File: config.mk
export PLATFORM = sky130hd
export DESIGN_NAME = tod_alarm
export DESIGN_NICKNAME = d
export VERILOG_FILES = /design/src/rtl/tod_alarm_pkg.sv /design/src/rtl/tod_counter.sv /design/src/rtl/tod_alarm_match.sv /design/src/rtl/tod_alarm.sv
export SDC_FILE = /design/constraint.sdc
export NUM_CORES = 1
export LEC_CHECK = 0
export ABC_AREA = 1
export BUFFER_PORTS_ARGS = -buffer_cell sky130_fd_sc_hd__clkbuf_2
export CORE_MARGIN = 1.5
export CORE_UTILIZATION = 63
export DETAILED_ROUTE_END_ITERATION = 16
export MAX_ROUTING_LAYER = met4
export PLACE_DENSITY = 0.84
export SLEW_MARGIN = 20
export SYNTH_ARGS = -nofsm -noshare
export SYNTH_HDL_FRONTEND = slang
export SYNTH_SLANG_ARGS = --single-unit
File: constraint.sdc
create_clock -name clk -period 4.5 [get_ports clk]
set_clock_uncertainty 0.05 [all_clocks]
set_input_delay 0.225 -clock clk [delete_from_list [all_inputs] [get_ports clk]]
set_output_delay 0.225 -clock clk [all_outputs]
set_load 0.02 [all_outputs]
File: src/rtl/tod_alarm_pkg.sv
package tod_alarm_pkg;
    localparam int BYTE_W   = 8;
    localparam int FIELDS   = 3;
    localparam int F_SEC    = 0;
    localparam int F_MIN    = 1;
    localparam int F_HOUR   = 2;
    localparam int SEC_MAX  = 59;
    localparam int MIN_MAX  = 59;
    localparam int HOUR_MAX = 23;
    localparam int HALF_DAY = 12;

    typedef logic [BYTE_W-1:0] byte_t;

    typedef struct packed {
        byte_t hour;
        byte_t min;
        byte_t sec;
    } tod_t;

    typedef struct packed {
        logic bin;
        logic h24;
    } fmt_t;

    // Byte to value: BCD digits or plain binary.
    function automatic byte_t unpack_val(byte_t b, logic bin);
        byte_t tens;
        byte_t units;
        tens  = {4'b0, b[7:4]};
        units = {4'b0, b[3:0]};
        return bin ? b : byte_t'(tens * 8'd10 + units);
    endfunction

    // Value to byte: BCD digits or plain binary.
    function automatic byte_t pack_val(byte_t v, logic bin);
        byte_t t;
        byte_t u;
        t = v / 8'd10;
        u = v % 8'd10;
        return bin ? v : {t[3:0], u[3:0]};
    endfunction

    // Hour byte to 0..23 value; bit 7 is PM in 12-hour form.
    function automatic byte_t hour_from_byte(byte_t b, fmt_t f);
        byte_t v;
        if (f.h24) begin
            v = unpack_val(b, f.bin);
        end else begin
            v = unpack_val({1'b0, b[6:0]}, f.bin) % byte_t'(HALF_DAY);
            if (b[7]) v = v + byte_t'(HALF_DAY);
        end
        return v;
    endfunction

    // 0..23 value to hour byte.
    function automatic byte_t hour_to_byte(byte_t h, fmt_t f);
        byte_t h12;
        byte_t r;
        if (f.h24) begin
            r = pack_val(h, f.bin);
        end else begin
            h12 = h % byte_t'(HALF_DAY);
            if (h12 == '0) h12 = byte_t'(HALF_DAY);
            r = pack_val(h12, f.bin);
            r[7] = (h >= byte_t'(HALF_DAY));
        end
        return r;
    endfunction

    function automatic logic is_wild(byte_t b);
        return b[7:6] == 2'b11;
    endfunction
endpackage

File: src/rtl/tod_counter.sv
module tod_counter
    import tod_alarm_pkg::*;
(
    input  logic              clk,
    input  logic              rst,
    input  logic              tick,
    input  logic              hold,
    input  fmt_t              fmt,
    input  logic [FIELDS-1:0] time_we,
    input  byte_t             wdata,
    output tod_t              cur_q,
    output tod_t              nxt
);
    logic advance;
    assign advance = tick && !hold && !(|time_we);

    always_comb begin
        nxt = cur_q;
        if (|time_we) begin
            if (time_we[F_SEC])  nxt.sec  = unpack_val(wdata, fmt.bin);
            if (time_we[F_MIN])  nxt.min  = unpack_val(wdata, fmt.bin);
            if (time_we[F_HOUR]) nxt.hour = hour_from_byte(wdata, fmt);
        end else if (advance) begin
            if (cur_q.sec >= byte_t'(SEC_MAX)) begin
                nxt.sec = '0;
                if (cur_q.min >= byte_t'(MIN_MAX)) begin
                    nxt.min  = '0;
                    nxt.hour = (cur_q.hour >= byte_t'(HOUR_MAX)) ? '0 : cur_q.hour + 8'd1;
                end else begin
                    nxt.min = cur_q.min + 8'd1;
                end
            end else begin
                nxt.sec = cur_q.sec + 8'd1;
            end
        end
    end

    always_ff @(posedge clk) begin
        if (rst) cur_q <= '0;
        else     cur_q <= nxt;
    end
endmodule

File: src/rtl/tod_alarm_match.sv
module tod_alarm_match
    import tod_alarm_pkg::*;
(
    input  logic              clk,
    input  logic              rst,
    input  fmt_t              fmt,
    input  logic [FIELDS-1:0] alarm_we,
    input  byte_t             wdata,
    input  tod_t              probe,
    output logic              hit
);
    byte_t             alarm_q [FIELDS];
    byte_t             want    [FIELDS];
    byte_t             have    [FIELDS];
    logic [FIELDS-1:0] field_ok;

    assign have[F_SEC]  = probe.sec;
    assign have[F_MIN]  = probe.min;
    assign have[F_HOUR] = probe.hour;

    always_ff @(posedge clk) begin
        for (int f = 0; f < FIELDS; f++) begin
            if (rst)              alarm_q[f] <= '0;
            else if (alarm_we[f]) alarm_q[f] <= wdata;
        end
    end

    for (genvar f = 0; f < FIELDS; f++) begin : g_fld
        if (f == F_HOUR) begin : g_hr
            assign want[f] = hour_from_byte(alarm_q[f], fmt);
        end else begin : g_ms
            assign want[f] = unpack_val(alarm_q[f], fmt.bin);
        end
        assign field_ok[f] = is_wild(alarm_q[f]) || (want[f] == have[f]);
    end

    assign hit = &field_ok;
endmodule

File: src/rtl/tod_alarm.sv
module tod_alarm
    import tod_alarm_pkg::*;
(
    input  logic       clk,
    input  logic       rst,
    input  logic       tick,
    input  logic       hold,
    input  logic       bin_mode,
    input  logic       hr24,
    input  logic [2:0] time_we,
    input  logic [2:0] alarm_we,
    input  logic [7:0] wdata,
    output logic [7:0] sec_q,
    output logic [7:0] min_q,
    output logic [7:0] hour_q,
    output logic       upd_flag,
    output logic       alm_flag
);
    fmt_t fmt;
    tod_t cur;
    tod_t nxt;
    logic hit;

    assign fmt.bin = bin_mode;
    assign fmt.h24 = hr24;

    tod_counter u_cnt (
        .clk(clk), .rst(rst), .tick(tick), .hold(hold), .fmt(fmt),
        .time_we(time_we), .wdata(wdata), .cur_q(cur), .nxt(nxt)
    );

    tod_alarm_match u_match (
        .clk(clk), .rst(rst), .fmt(fmt), .alarm_we(alarm_we),
        .wdata(wdata), .probe(nxt), .hit(hit)
    );

    always_ff @(posedge clk) begin
        if (rst) begin
            upd_flag <= 1'b0;
            alm_flag <= 1'b0;
        end else begin
            upd_flag <= tick;
            alm_flag <= tick && !hold && hit;
        end
    end

    assign sec_q  = pack_val(cur.sec, fmt.bin);
    assign min_q  = pack_val(cur.min, fmt.bin);
    assign hour_q = hour_to_byte(cur.hour, fmt);
endmodule

==> results of run 1 <==
[where the power goes]
group	switching [W]	internal (W)	leakage (nW)
combinational	0.000741	0.000410	2.91
sequential	0.0000535	0.000517	0.473
clock	0.000185	0.000116	0.0495
[metrics by stage]
step           total power (W)  worst slack (ns)  std cells  hold slack [ns]  utilization
5_1_grt                0.00221             0.116       1184           0.0825        0.689
2_1_floorplan          0.00148             0.926       1025            0.300            -
4_1_cts                0.00201             0.624       1184           0.0691        0.689
3_3_place_gp           0.00169             0.511       1176            0.396        0.680
6_report               0.00202             0.619       1184           0.0653        0.689
3_5_place_dp           0.00172             0.370       1176            0.401        0.680
[state kept, by name, indices dropped and copies added, names as in the netlist]
signal / flops
u_match.alarm_q: 24
u_cnt.cur_q: 24
upd_flag: 1
alm_flag: 1
[worst min-delay path by stage]
stage,startpoint,endpoint,depth (start not counted)
global route,tick,upd_flag,3
floorplan,tick,upd_flag,2
global placement,tick,upd_flag,3
CTS,tick,upd_flag,3
finish,tick,upd_flag,3
detailed placement,tick,upd_flag,3
[layout make-up]
type,count,area share
multi-input cells,810,0.667
flip-flops and latches,50,0.183
inverters,136,0.0758
repair buffers,47,0.0355
well taps,133,0.0246
clock buffers,5,0.0102
clock inverters,3,0.00388
[cell usage in the layout, fill, tap and decap left out, types with 8 or more instances in the layout]
| cell | n |
|---|---|
| nand2_2 | 17 |
| inv_1 | 112 |
| a21oi_1 | 39 |
| xor2_1 | 34 |
| fa_1 | 8 |
| inv_2 | 22 |
| nand3_1 | 78 |
| nand4_1 | 9 |
| edfxtp_1 | 24 |
| xnor2_1 | 12 |
| nor2_1 | 112 |
| ha_1 | 50 |
| dfxtp_1 | 26 |
| clkbuf_2 | 45 |
| nand2_1 | 270 |
| o21ai_1 | 29 |
| o21ai_0 | 64 |
[metal layers]
metal	vias up	global-route usage	routed length [um]
li1	3409	-	-
met1	2958	0.411	7220
met4	0	0.0655	211
met2	222	0.500	7270
met3	23	0.0363	1090
met5	-	-	0
[critical path, delay by kind of cell]
kind / cells / cell delay (ns)
simple gates: 22 / 2.05
fa+ha+maj: 4 / 1.02
buf+inv: 4 / 0.40
compound gates: 3 / 0.38
[cells by family (layout without fill, tap and decap cells)]
family                   Yosys count  in the layout  share of synthesized area
AND/OR/NAND/NOR                  523            523                      0.350
flip-flops                        50             50                      0.193
buffers and inverters            165            191                      0.103
AO/OA/AOI/OAI                    182            182                      0.165
XOR/XNOR                          47             47                     0.0653
adder cells (fa/ha/maj)           58             58                      0.122
==> results.yml, run 1 <==
synth:
  yosys_register_bits: 50
  cell_with_the_most_instances_after_synthesis: "nand2_1"
  cells_taking_the_most_area_after_synthesis: "nand2_1 16%, edfxtp_1 11%, ha_1 9.8%"
  syn_inst: 1025
  post_synth_design_cell_area_sq_um: 6420
  synth-edff-count: 24
  synthesis.area_per_instance_sq_um: 6.26
  yosys_warnings: 0
  ys_top_cells_by_count: "270 x nand2_1, 112 x inv_1, 112 x nor2_1"
  yosys.area.top_type: "nand2_1"
  ys_dominant_reg_cell: "dfxtp_1"
  postSynth.asyncResetShare: 0
  synth_cell_types: 54
  mappedNetlistNets: 1103
  synth-seq-area-share: 0.193
  yosys.area.top_type_share: 0.158
clock_network:
  clock_insertion_delay_worst_skew_ns: 0.33
  tritoncts_clock_tree: "yes"
  cts_hold_buffers: 0
  postCtsSetupRepairBufs: 0
  clock_tree.buffer_depth: 2
  clockRootBuffer: "clkbuf_8"
  post_cts.resized_instances: 0
  htree_levels: 2
  numClockSinks: 50
  clk_pin_slew_ns: 0.10
  tritoncts.num_buffers: 5
setup_path:
  crit_path_top_delay_cell: "ha_1"
  critPathCaptureType: "register"
  critPathMaxStageDelay_ns: 0.35
  reg2reg_slack_ns: 0.64
  worst_setup_sp_type: "input port"
  cp_data_arrival_time_ns: 4.09
  setup.worst_path.class: "in -> reg"
  crit-reg2reg-launch: "u_match.alarm_q[2][6]"
  critPathMostFrequentCell: "nand2_1"
  timing.rr.end: "alm_flag"
  crit_path_start: "wdata[6]"
  endpoint: "alm_flag"
  reg2regPathDepth: 30
  critPathRequiredTime_ns: 4.71
  cp_max_fo: 6
route:
  detail_route.wirelength_um: 15800
  drt_iter0_markers: 495
  routed_wire_length_per_instance_um: 13.3
  vias_per_cell: 5.58
  postRouteAntennaNets: 0
  first_pass_iters: 8
  vias: 6612
  drt_drc_violations_left: 0
timing:
  final_min_period_over_clock_period: 0.863
  worst-slew-pin-transition_ns: 0.757
  timing.final.setup_violations: 0
  fin_crit_ns: 3.88
  timing.final.hold_violations: 0
  slew_headroom: 0.490
  rsz0062_at_grt: "no"
  max_freq_mhz: 258
  report.final.slew_viol_count: 0
  timing.setup.tns_ns: 0
global_route:
  globalRoute.totalOverflow: 0
  antenna_found_initial: 0
  grt_max_degree: 38
  first_global_vias: 5763
  grt_first_pass_wirelength_um: 26900
  grt_use_total: 0.307
placement:
  number_of_i_o_port_buffers: 45
  final_weighted_congestion_in_routability_driven_placement: 0.931
  post_dp_cell_area_sq_um: 6670
  detailedPlacementHpwl_um: 12400
power_and_ir_drop:
  p_leak_nw: 3.43
  vdd_ir_drop_max_uv: 155
  powerDensity_nw_per_um2: 299
run:
  cap_viol_max_count: 0
floorplan:
  die_span_y_um: 104
  pin_count: 46
  die_width_um: 104
  floorplan.rows: 36
  initial_core_utilization: 0.653
  die-area_sq_um: 10800
  core_area_sq_um: 9820
finish:
  fin_nets: 1128
  finish.instance_area_sq_um: 6770
  multi_input_logic_area_sq_um: 4510
  flow.area_growth_from_synthesis_pct: 5.50
  seq_area_sq_um: 1240
  antenna_cells_inserted: 0
  n_fill_cell: 960
  drive_above_1_share: 0.121
hold_path:
  timing.hold.worst.class: "in -> reg"
status:
  run_status: "finished, final reports clean"
(Power assumes the default switching activity.)
==> inputs of run 2 (changes only) <==
--- a/config.mk
+++ b/config.mk
@@ -9,10 +9,12 @@
 export BUFFER_PORTS_ARGS = -buffer_cell sky130_fd_sc_hd__clkbuf_2
 export CORE_MARGIN = 1.5
 export CORE_UTILIZATION = 63
+export CTS_CLUSTER_SIZE = 8
 export DETAILED_ROUTE_END_ITERATION = 16
 export MAX_ROUTING_LAYER = met4
 export PLACE_DENSITY = 0.84
 export SLEW_MARGIN = 20
 export SYNTH_ARGS = -nofsm -noshare
 export SYNTH_HDL_FRONTEND = slang
+export SYNTH_HIERARCHICAL = 1
 export SYNTH_SLANG_ARGS = --single-unit
==> results.yml, run 2 <==
synth:
  ys_top_cells_by_count: "291 x nand2_1, 145 x inv_1, 87 x nand3_1"
  yosys.area.top_type_share: 0.160
  mappedNetlistNets: 1149
  syn_inst: 1077
  synth_cell_types: 57
  yosys.area.top_type: "nand2_1"
  yosys_warnings: 6
  synth-seq-area-share: 0.182
  postSynth.asyncResetShare: 0
  post_synth_design_cell_area_sq_um: 6810
  cell_with_the_most_instances_after_synthesis: "nand2_1"
  synthesis.area_per_instance_sq_um: 6.33
  cells_taking_the_most_area_after_synthesis: "nand2_1 16%, edfxtp_1 11%, ha_1 8.1%"
  ys_dominant_reg_cell: "dfxtp_1"
  synth-edff-count: 24
  yosys_register_bits: 50
power_and_ir_drop:
  vdd_ir_drop_max_uv: 160
  powerDensity_nw_per_um2: 294
  p_leak_nw: 3.83
  totalPowerFinal_w: 0.00214
finish:
  layout_commonest_cell: "nand2_1"
  seq_area_sq_um: 1240
  flow.area_growth_from_synthesis_pct: 6.76
  n_fill_cell: 966
  largestRegisters: "u_cnt/cur_q (24), u_match/alarm_q (24)"
  layoutNonFillerInstCount: 1254
  drive_above_1_share: 0.160
  multi_input_logic_area_sq_um: 4870
  antenna_cells_inserted: 0
  fin_nets: 1189
  finish.instance_area_sq_um: 7270
  commonest_cells_after_routing_fill_and_taps_aside: "291 x nand2_1, 145 x inv_1, 87 x nand3_1, 79 x nor2_1, 63 x o21ai_0"
global_route:
  globalRoute.busiestLayer: "met2"
  grt.met2_usage: 0.505
  grt_use_total: 0.296
  grt_max_degree: 39
  grt_first_pass_wirelength_um: 27000
  antenna_found_initial: 0
  globalRouteMet1Util: 0.384
  first_global_vias: 6013
  globalRoute.totalOverflow: 0
  grt_use_met3: 0.0267
hold_path:
  timing.hold.worst.class: "in -> reg"
clock_network:
  tritoncts.num_buffers: 5
  htree_levels: 2
  postCtsSetupRepairBufs: 0
  clockRootBuffer: "clkbuf_8"
  tritoncts_clock_tree: "yes"
  clk_pin_slew_ns: 0.11
  cts_hold_buffers: 0
  clock_insertion_delay_worst_skew_ns: 0.31
  clock_tree.buffer_depth: 2
  numClockSinks: 50
floorplan:
  pin_count: 46
  core_area_sq_um: 10400
  die_width_um: 107
  initial_core_utilization: 0.654
  die-area_sq_um: 11400
  die_span_y_um: 107
  floorplan.rows: 37
timing:
  worst-slew-pin-transition_ns: 0.843
  final_min_period_over_clock_period: 0.907
  timing.final.setup_violations: 0
  max_freq_mhz: 245
  slew_headroom: 0.438
  timing.final.hold_violations: 0
  rsz0062_at_grt: "no"
  minimum_setup_slack_in_the_final_design_ns: 0.420
  timing.setup.tns_ns: 0
  report.final.slew_viol_count: 0
  fin_crit_ns: 4.08
setup_path:
  worst_setup_sp_type: "input port"
  crit_path_top_delay_cell: "ha_1"
  critPathMostFrequentCell: "nand2_1"
  critPathMaxStageDelay_ns: 0.33
  setup.worst_path.class: "in -> reg"
  cp_max_fo: 5
  cp_data_arrival_time_ns: 4.29
  critPathRequiredTime_ns: 4.71
  critPathCaptureType: "register"
placement:
  detailedPlacementHpwl_um: 13000
  number_of_i_o_port_buffers: 45
  dp_cells: 1246
  final_weighted_congestion_in_routability_driven_placement: 0.997
  post_placement_worst_setup_slack_ns: 0.0473
  post_dp_cell_area_sq_um: 7170
status:
  run_status: "finished, final reports clean"
route:
  first_pass_iters: 5
  vias: 6973
  vias_per_cell: 5.56
  drt_drc_violations_left: 0
  routed_wire_length_per_instance_um: 13.0
  detail_route.wirelength_um: 16300
  postRouteAntennaNets: 0
  drt_iter0_markers: 598
run:
  cap_viol_max_count: 0
## run 2: changes by cell type after synthesis, sizes merged, moves of 7 or more
cell and change:
buf -7, inv +27, nand2 +59, nand3 +26, nor2 -32, o21ai -22
xor2 -10
## run 2: critical path: cells and delay by family
kind | cells | cell delay [ns]
buf+inv | 5 | 0.46
simple gates | 27 | 2.53
compound gates | 1 | 0.12
fa+ha+maj | 4 | 0.96
## run 2: per-stage QoR
step                      utilization  hold WS (ns)
after floorplan                     -         0.244
after global placement          0.689         0.395
after detailed placement        0.689         0.398
after CTS                       0.698        0.0577
after global routing            0.698        0.0527
final                           0.698        0.0647
## run 2: metal layers
layer	wire (um)	part of all wire
met1	7370	0.45
met2	7600	0.47
met3	1020	0.063
met4	310	0.019
met5	0	0
## run 2: area by class of cell
cell class,count,area share
multi-input cells,844,0.670
flip-flops and latches,50,0.171
inverters,164,0.0846
repair buffers,52,0.0382
well taps,136,0.0234
clock buffers,5,0.00946
clock inverters,3,0.00396
## run 2: kinds of logic (layout without fill, tap and decap cells)
group	Yosys count	count (layout)	share of synthesized area
AO/OA/AOI/OAI	168	168	0.149
AND/OR/NAND/NOR	580	580	0.405
XOR/XNOR	43	43	0.0553
multiplexers	1	1	0.00147
buffers and inverters	183	224	0.104
adder cells (fa/ha/maj)	52	52	0.104
flip-flops	50	50	0.182
## run 2: report_power, final
part,internal (W),switching [W],leakage (nW),total (W)
combinational,0.000455,0.000818,3.31,0.00127
sequential,0.000515,0.0000561,0.472,0.000571
clock,0.000116,0.000178,0.0502,0.000294
total,0.00109,0.00105,3.83,0.00214
## run 2: worst paths after layout
check	to	slack (ns)	start	cells after the start
setup / recovery	alm_flag	0.42	wdata[4]	37
hold reg to reg	u_cnt/cur_q[6]	0.54	u_cnt/cur_q[6]	2
hold / removal	alm_flag	0.06	hold	2
setup reg to reg	alm_flag	0.65	u_match/alarm_q[2][6]	27
## run 2: what timing repair did
action | CTS | global route
endpoints found under the hold margin | 0 | 0
resized for setup | 0 | 1
endpoints found under the setup margin | 0 | 1
==> inputs of run 3 (changes only) <==
--- a/config.mk
+++ b/config.mk
@@ -7,12 +7,13 @@
 export LEC_CHECK = 0
 export ABC_AREA = 1
 export BUFFER_PORTS_ARGS = -buffer_cell sky130_fd_sc_hd__clkbuf_2
+export CAP_MARGIN = 30
 export CORE_MARGIN = 1.5
-export CORE_UTILIZATION = 63
+export CORE_UTILIZATION = 25
 export CTS_CLUSTER_SIZE = 8
 export DETAILED_ROUTE_END_ITERATION = 16
 export MAX_ROUTING_LAYER = met4
-export PLACE_DENSITY = 0.84
+export PLACE_DENSITY = 0.41
 export SLEW_MARGIN = 20
 export SYNTH_ARGS = -nofsm -noshare
 export SYNTH_HDL_FRONTEND = slang
==> results.yml, run 3 (synthesis results as in run 2) <==
floorplan:
  die_span_y_um: 168
  initial_core_utilization: 0.254
  floorplan.rows: 60
  die_width_um: 168
  pin_count: 46
  core_area_sq_um: 26900
  die-area_sq_um: 28300
timing:
  timing.setup.tns_ns: 0
  rsz0062_at_grt: "no"
  final_min_period_over_clock_period: 0.899
  fin_crit_ns: 4.04
  worst-slew-pin-transition_ns: 0.919
  report.final.slew_viol_count: 0
  minimum_setup_slack_in_the_final_design_ns: 0.456
  timing.final.setup_violations: 0
  max_freq_mhz: 247
  slew_headroom: 0.381
  timing.hold.ws_ns: 0.0836
  timing.final.hold_violations: 0
placement:
  final_weighted_congestion_in_routability_driven_placement: 0.823
  post_placement_worst_setup_slack_ns: 0.108
  detailedPlacementHpwl_um: 16200
  number_of_i_o_port_buffers: 45
clock_network:
  clockRootBuffer: "clkbuf_16"
  htree_levels: 2
  cts_hold_buffers: 0
  clock_insertion_delay_worst_skew_ns: 0.31
  clk_pin_slew_ns: 0.07
  tritoncts_clock_tree: "yes"
  clock_tree.buffer_depth: 2
  postCtsSetupRepairBufs: 0
  numClockSinks: 50
  tritoncts.num_buffers: 5
setup_path:
  crit_path_top_delay_cell: "ha_1"
  critPathMaxStageDelay_ns: 0.32
  critPathMostFrequentCell: "nand2_1"
  setup.worst_path.class: "in -> reg"
  critPathCaptureType: "register"
  critPathRequiredTime_ns: 4.70
  cp_data_arrival_time_ns: 4.25
  cp_max_fo: 5
  worst_setup_sp_type: "input port"
global_route:
  first_global_vias: 6252
  grt_max_degree: 30
  globalRoute.totalOverflow: 0
  antenna_found_initial: 0
  grt_use_total: 0.149
  grt_first_pass_wirelength_um: 32700
route:
  vias: 6692
  postRouteAntennaNets: 0
  vias_per_cell: 4.56
  drt_drc_violations_left: 0
  first_pass_iters: 5
  routed_wire_length_per_instance_um: 13.5
  detail_route.wirelength_um: 19800
  drt_iter0_markers: 324
finish:
  final_core_util: 0.285
  commonest_cells_after_routing_fill_and_taps_aside: "291 x nand2_1, 145 x inv_1, 87 x nand3_1, 79 x nor2_1, 63 x o21ai_0"
  fin_nets: 1196
  layout_commonest_cell: "nand2_1"
  largestRegisters: "u_cnt/cur_q (24), u_match/alarm_q (24)"
  drive_above_1_share: 0.164
  flow.area_growth_from_synthesis_pct: 12.3
  multi_input_logic_area_sq_um: 4870
  n_fill_cell: 3057
  antenna_cells_inserted: 0
  seq_area_sq_um: 1240
hold_path:
  timing.hold.worst.class: "in -> reg"
run:
  cap_viol_max_count: 0
power_and_ir_drop:
  cellInternalPower_w: 0.00124
  pwr-share-clk: 0.194
  swShare: 0.464
  p_leak_nw: 3.89
  powerDensity_nw_per_um2: 302
  power.sequential.fraction: 0.249
  vdd_ir_drop_max_uv: 170
  totalPowerFinal_w: 0.00231
  power.switching_w: 0.00107
  portion_of_total_power_attributed_to_combinational_logic: 0.557
status:
  run_status: "finished, final reports clean"
-- run 3: cell count changes in the layout (fill, tap and decap cells not counted), sizes merged --
cell	before	now
clkinvlp	0	1
clkinv	4	2
buf	7	14
inv	163	162
clkbuf	50	51
bufinv	0	1
-- run 3: path summary, 6_finish.rpt --
check	slack, ns	to	start	depth (start not counted)
setup / recovery	0.46	alm_flag	wdata[4]	35
hold / removal	0.08	alm_flag	hold	2
setup reg to reg	0.74	alm_flag	u_match/alarm_q[2][6]	28
hold reg to reg	0.55	u_cnt/cur_q[6]	u_cnt/cur_q[6]	2
-- run 3: what timing repair did --
item | in CTS | in global routing
endpoints found under the hold margin | 0 | 0
resized for setup | 0 | 1
endpoints found under the setup margin | 0 | 1
-- run 3: final cells by class --
class,count,share of cell area
multi-input cells,844,0.637
flip-flops and latches,50,0.162
inverters,164,0.0804
well taps,341,0.0558
repair buffers,59,0.0432
clock buffers,6,0.0168
clock inverters,2,0.00491
-- run 3: metrics by stage --
stage          instance area, sq um  std cells
2_1_floorplan                  6810       1077
3_3_place_gp                   7480       1458
3_5_place_dp                   7480       1458
4_1_cts                        7650       1466
5_1_grt                        7650       1466
6_report                       7650       1466
-- run 3: critical path, delay by kind of cell --
family          cells  cell delay [ns]
buf+inv             5             0.46
simple gates       23             2.05
fa+ha+maj           3             0.81
compound gates      4             0.70
-- run 3: metal layers --
| metal | global-route usage | wire [um] | vias up | share of wire |
|---|---|---|---|---|
| met3 | 0.0216 | 641 | 9 | 0.032 |
| met4 | 0.0198 | 103 | 0 | 0.0052 |
| met2 | 0.234 | 8780 | 91 | 0.44 |
| li1 | - | - | 3596 | - |
| met1 | 0.207 | 10300 | 2996 | 0.52 |
| met5 | - | 0 | - | 0 |
-- run 3: power by group through the flow --
stage	combinational, W	sequential, W	clock, W
floorplan	0.00101	0.000564	0
global placement	0.00129	0.000589	0
detailed placement	0.00129	0.000587	0
CTS	0.00130	0.000577	0.000463
global route	0.00148	0.000585	0.000478
finish	0.00129	0.000576	0.000449
